===== config.mk =====
export PLATFORM = sky130hd
export DESIGN_NAME = bus_xfer_seq
export DESIGN_NICKNAME = d
export VERILOG_FILES = /design/src/rtl/bus_xfer_pkg.sv /design/src/rtl/bus_xfer_phase.sv /design/src/rtl/bus_xfer_steer.sv /design/src/rtl/bus_xfer_seq.sv
export SDC_FILE = /design/constraint.sdc
export NUM_CORES = 1
export LEC_CHECK = 0
export CORE_MARGIN = 4
export CORE_UTILIZATION = 45
export CTS_CLUSTER_SIZE = 24
export DETAILED_ROUTE_END_ITERATION = 12
export PLACE_DENSITY_LB_ADDON = 0.25
export SYNTH_ARGS = -nofsm -noshare
export SYNTH_HDL_FRONTEND = slang
export SYNTH_SLANG_ARGS = --single-unit
export TNS_END_PERCENT = 50

===== constraint.sdc =====
create_clock -name clk -period 4.62 [get_ports clk]
set_input_delay 1.386 -clock clk [delete_from_list [all_inputs] [get_ports clk]]
set_output_delay 1.386 -clock clk [all_outputs]
set_load 0.05 [all_outputs]

===== src/rtl/bus_xfer_pkg.sv =====
package bus_xfer_pkg;

  typedef enum logic [1:0] {
    SZ_BYTE = 2'd0,
    SZ_HALF = 2'd1,
    SZ_FULL = 2'd2
  } xfer_size_e;

  typedef enum logic [1:0] {
    ST_IDLE = 2'd0,
    ST_ADDR = 2'd1,
    ST_DATA = 2'd2
  } seq_state_e;

  // Alignment rule: byte anywhere, half on even byte, full word on offset zero.
  function automatic logic size_legal(input logic [1:0] sz, input logic [7:0] off);
    logic ok;
    case (sz)
      SZ_BYTE: ok = 1'b1;
      SZ_HALF: ok = (off[0] == 1'b0);
      SZ_FULL: ok = (off == 8'd0);
      default: ok = 1'b0;
    endcase
    return ok;
  endfunction

endpackage


===== src/rtl/bus_xfer_phase.sv =====
// Tracks which half of the T period the current cycle belongs to.
module bus_xfer_phase (
  input  logic clk,
  input  logic rst_n,
  output logic data_ph
);

  logic ph_q, ph_d;

  always_comb begin
    ph_d = ~ph_q;
  end

  always_ff @(posedge clk or negedge rst_n) begin
    if (!rst_n) ph_q <= 1'b0;
    else        ph_q <= ph_d;
  end

  assign data_ph = ph_q;

endmodule


===== src/rtl/bus_xfer_steer.sv =====
// Byte-lane selection, write-data placement and read-data extraction.
module bus_xfer_steer #(
  parameter int DW = 32
) (
  input  logic [1:0]              size,
  input  logic [$clog2(DW/8)-1:0] off,
  input  logic [DW-1:0]           wdata,
  input  logic [DW-1:0]           ad_in,
  output logic [DW/8-1:0]         lanes,
  output logic [DW-1:0]           wplaced,
  output logic [DW-1:0]           rextract
);

  localparam int LN = DW / 8;
  localparam int OB = $clog2(LN);

  logic [OB:0]   nbytes;
  logic [DW-1:0] mask;

  always_comb begin
    case (size)
      2'd0:    nbytes = (OB+1)'(1);
      2'd1:    nbytes = (OB+1)'(2);
      default: nbytes = (OB+1)'(LN);
    endcase
  end

  genvar gi;
  generate
    for (gi = 0; gi < LN; gi++) begin : g_lane
      assign lanes[gi] = ((OB+1)'(gi) >= {1'b0, off}) &&
                         ((OB+1)'(gi) <  ({1'b0, off} + nbytes));
      assign mask[8*gi +: 8] = ((OB+1)'(gi) < nbytes) ? 8'hFF : 8'h00;
    end
  endgenerate

  always_comb begin
    wplaced  = (wdata & mask) << (8 * off);
    rextract = (ad_in >> (8 * off)) & mask;
  end

endmodule


===== src/rtl/bus_xfer_seq.sv =====
module bus_xfer_seq #(
  parameter int DW = 32
) (
  input  logic              clk,
  input  logic              rst_n,
  input  logic              req_valid,
  input  logic              req_write,
  input  logic [1:0]        req_size,
  input  logic [DW-1:0]     req_addr,
  input  logic [DW-1:0]     req_wdata,
  output logic              req_accept,
  output logic              usr_done,
  output logic [DW-1:0]     usr_rdata,
  input  logic              bus_grant,
  output logic [DW-1:0]     bus_ad_o,
  input  logic [DW-1:0]     bus_ad_i,
  output logic              bus_ad_oe,
  output logic [DW/8-1:0]   bus_lane_o,
  output logic              bus_wr_o,
  input  logic              bus_rdy_i,
  output logic              bus_rdy_o,
  output logic              bus_rdy_oe
);

  import bus_xfer_pkg::*;

  localparam int LN = DW / 8;
  localparam int OB = $clog2(LN);

  logic          ph;
  seq_state_e    st_q, st_d;
  logic [DW-1:0] addr_q, wdata_q;
  logic [1:0]    size_q;
  logic          wr_q;
  logic          cap_en;
  logic          req_legal;
  logic          in_idle, in_addr, in_data;
  logic [LN-1:0] lanes;
  logic [DW-1:0] wplaced, rextract;

  bus_xfer_phase u_phase (
    .clk     (clk),
    .rst_n   (rst_n),
    .data_ph (ph)
  );

  bus_xfer_steer #(.DW(DW)) u_steer (
    .size     (size_q),
    .off      (addr_q[OB-1:0]),
    .wdata    (wdata_q),
    .ad_in    (bus_ad_i),
    .lanes    (lanes),
    .wplaced  (wplaced),
    .rextract (rextract)
  );

  assign in_idle   = (st_q == ST_IDLE);
  assign in_addr   = (st_q == ST_ADDR);
  assign in_data   = (st_q == ST_DATA);
  assign req_legal = size_legal(req_size, 8'(req_addr[OB-1:0]));

  // A new address may only follow a data portion that ended with READY high.
  assign req_accept = ph && in_idle && req_valid && bus_grant && bus_rdy_i && req_legal;
  assign cap_en     = req_accept;

  always_comb begin
    st_d = st_q;
    case (st_q)
      ST_IDLE: if (req_accept)     st_d = ST_ADDR;
      ST_ADDR:                     st_d = ST_DATA;
      ST_DATA: if (ph && bus_rdy_i) st_d = ST_IDLE;
      default:                     st_d = ST_IDLE;
    endcase
  end

  always_ff @(posedge clk or negedge rst_n) begin
    if (!rst_n) st_q <= ST_IDLE;
    else        st_q <= st_d;
  end

  always_ff @(posedge clk or negedge rst_n) begin
    if (!rst_n) begin
      addr_q  <= '0;
      wdata_q <= '0;
      size_q  <= '0;
      wr_q    <= 1'b0;
    end else if (cap_en) begin
      addr_q  <= req_addr;
      wdata_q <= req_wdata;
      size_q  <= req_size;
      wr_q    <= req_write;
    end
  end

  // Extended address portions (data state, ph low) drive nothing.
  assign bus_ad_oe  = in_addr || (in_data && ph && wr_q);
  assign bus_ad_o   = in_addr ? addr_q : wplaced;
  assign bus_lane_o = lanes;
  assign bus_wr_o   = wr_q;

  // Owner holds READY high during idle data portions; servers own it in transfers.
  assign bus_rdy_oe = ph && in_idle && bus_grant;
  assign bus_rdy_o  = 1'b1;

  assign usr_done  = in_data && ph && bus_rdy_i;
  assign usr_rdata = rextract;

endmodule


==> impl_results.md <==
* Post-Route Utilization at 71.1%
* Fin nets at 671
* Internal power at 1820 uW
* Post-layout min period at 4.47 ns
* Die Y at 103 microns
* Worst Skew at 0.00669 ns
* Clock Sink Count at 70
* Final cell count without fillers at 677
* DRT Pass-1 Iters at 4
* First-pass GRT wire length at 19,500 microns
* Count of state elements after synthesis at 70
* Top Ports at 178
* DP Area at 5980 sq um
* Post-route antenna net violation count at 0
* Sw frac at 43.8%
* Net count after synthesis at 510
* Synth Flop Type: dfrtp_1
* Logic pwr share at 54.0%
* Via density at 5.66
* Vias in the first global route at 3,852
* Buf/Inv on CP at 2
* GPL Wtd Cong at 0.775
* NetSw at 1420 uW
* Setup TNS at 0 ns
* Layout cell share with drive strength beyond 1 at 25.5%
* Die area at 10,600 sq um
* Crit end category: output pin
* Post_cts resized at 0
* Top-count cell post-synth: dfrtp_1
* Layer with the highest usage: met2
* Worst-path clk slew at 0.08 ns
* CP peak stage delay at 0.56 ns
* HP Class: reg2reg
* VDD IR-drop max at 0.000320 V
* Crit path from: size_q[0]
* Yosys warns at 0
* DRT iter0 DRCs at 200
* Hold_buf cts at 0
* Placed cells at 661
* Total wire length at 12,900 microns
* Fin area at 6230 sq um
* Initial Utilization at 46.5%
* Final setup fails at 0
* Total gr overflow at 0
* Clock Power Share at 19.0%
* Max Fclk at 224 MHz
* Area growth from synthesis to layout at 53.0%
* CTS Buf Count at 9
* Hold_sp: u_phase.data_ph
* Area of the mapped netlist at 4070 sq um
* Row count at 34
* Area contributors post-synth: dfrtp_1 43%, mux2_2 16%, a21oi_1 5.0%
* Crit path max-delay family: simple AND/OR/NAND/NOR gates
* Leak Pwr at 0.00276 uW
* Relative slew slack at 39.8%
* Reg power frac at 27.0%
* CP arrival at 3.09 ns
* Cells after Synth at 403
* Clk_lat worst skew at 0.35 ns
* Die W at 103 microns
* Met3 Use GR at 6.77%
* Hold Violations, Final at 0
* Via count at 3,829
* Detailed-placement wirelength estimate at 9550 microns
* Setup crit start kind: flop
* Outcome: complete, no violations
* Critical path cell sequence: nor2_1 -> inv_1 -> ha_1 -> nor2_1 -> a22oi_1 -> or2_2 -> a21oi_1 -> buf_12
* DRC at 0
* GRT Total Usage at 24.0%
* Sequential fraction of the synthesis area at 43.0%
* Post-CTS Setup Bufs at 0
* Distinct cell type count after synthesis at 30
* Async set or reset register ratio after synthesis at 100%
* Largest net degree at the start of global routing at 69
* Routing usage on met1 at 27.8%
* Clock H-tree levels at 3
* GR Util met2 at 41.7%
* Root buffer cell: clkbuf_8
* CP required at 3.23 ns
* Worst Tran Pin Value at 0.902 ns
* Yosys top cell by area: dfrtp_1
* Max FO, Critical Path at 11
* Fin. max-slew vios at 0
* Port Buf Inserts at 176
* CTS tree: built
* Worst r2r src: u_phase.data_ph
* Syn_area_per_cell at 10.1 sq um
* Initial antenna violation count at 0
* Crit Path Class: reg2out
* Final period util at 96.8%
* Power per Cell Area at 521 nW/um^2
* Crit-path most repeated cell: nor2_1
* Post-synth top area share at 43.0%
* # Max-Cap Violations at 0
* Crit-path slowest cell: nor2_1
* Ant diodes at 0
* Max Root-Sink Buffers at 2
* Avg WL per Cell at 19.1 microns
* Number of flops mapped to enable cells by yosys at 0
* Unrepaired setup endpoints after global routing: no
* Core area at 8760 sq um
* Synth top cells by count: 70 x dfrtp_1, 59 x mux2_2, 48 x nor2_1
power groups by stage:
stage	registers [uW]	logic, uW	clock network (uW)
6_report	878	1750	616
5_1_grt	894	1850	650
4_1_cts	875	1760	617
3_5_place_dp	886	1760	0
3_3_place_gp	878	1740	0
2_1_floorplan	814	1140	0
placed cells by master (no fill, tap or decap), types with 2 or more instances in the layout:
| master | instances |
|---|---|
| dfrtp_1 | 68 |
| nor3_2 | 2 |
| nor2b_1 | 9 |
| a22oi_1 | 8 |
| ha_1 | 2 |
| a221oi_1 | 8 |
| dfrtp_2 | 2 |
| bufinv_16 | 3 |
| a22o_1 | 16 |
| a21oi_1 | 41 |
| a211oi_1 | 8 |
| clkdlybuf4s50_1 | 135 |
| o21ai_0 | 19 |
| or2_2 | 9 |
| nor2_1 | 48 |
| and3_1 | 9 |
| mux2_4 | 8 |
| buf_12 | 17 |
| clkbuf_8 | 10 |
| nand2_1 | 21 |
| mux2i_1 | 16 |
| buf_4 | 30 |
| mux2_2 | 59 |
| nand2b_1 | 5 |
| inv_1 | 5 |
sequential cells by signal (all words and copies together), names as in the netlist:
name             cells
u_phase.data_ph      1
bus_wr_o             1
st_q                 2
addr_q              32
wdata_q             32
size_q               2
cell families (layout without fill, tap and decap cells):
| family | Yosys count | in the layout | share of synthesized area [%] |
|---|---|---|---|
| compound gates | 101 | 101 | 15.7 |
| xor+xnor | 1 | 1 | 0.215 |
| fa+ha+maj | 3 | 3 | 1.11 |
| buf+inv | 38 | 204 | 4.36 |
| other cells | 1 | 1 | 0.0921 |
| flops | 70 | 70 | 43.0 |
| simple gates | 106 | 106 | 12.3 |
| mux | 83 | 83 | 23.2 |
per-stage QoR:
step | setup WS, ns | hold WS, ns | total power, uW
after CTS | 0.210 | 0.491 | 3250
after global placement | 0.354 | 0.461 | 2610
after floorplan | 0.248 | 0.436 | 1950
after global routing | 0.0231 | 0.524 | 3390
final | 0.147 | 0.489 | 3240
after detailed placement | 0.304 | 0.480 | 2640
metal layers:
metal	routed length (microns)	up-vias
met3	1310	29
met2	6380	194
met1	4860	1846
met4	349	0
li1	-	1760
met5	0	-
worst paths after layout:
check / endpoint / slack, ns / cells after the start
worst min register to register: u_phase.data_ph / 0.49 / 1
worst max-delay path: bus_ad_o[17] / 0.15 / 8
worst max register to register: wdata_q[20] / 2.71 / 5
max in group asynchronous: wdata_q[13] / 2.56 / 2
min in group asynchronous: st_q[0] / 1.07 / 1
worst min-delay path: u_phase.data_ph / 0.49 / 1
area by class of cell:
type	instances	area, sq um
clock inverter	5	106
fill	655	2530
sequential	70	1750
multi-input combinational	295	2150
timing repair buffer	183	1920
clock buffer	11	141
inverter	5	18.8
tap	108	135
No activity file was read; power rests on OpenSTA's default activity.
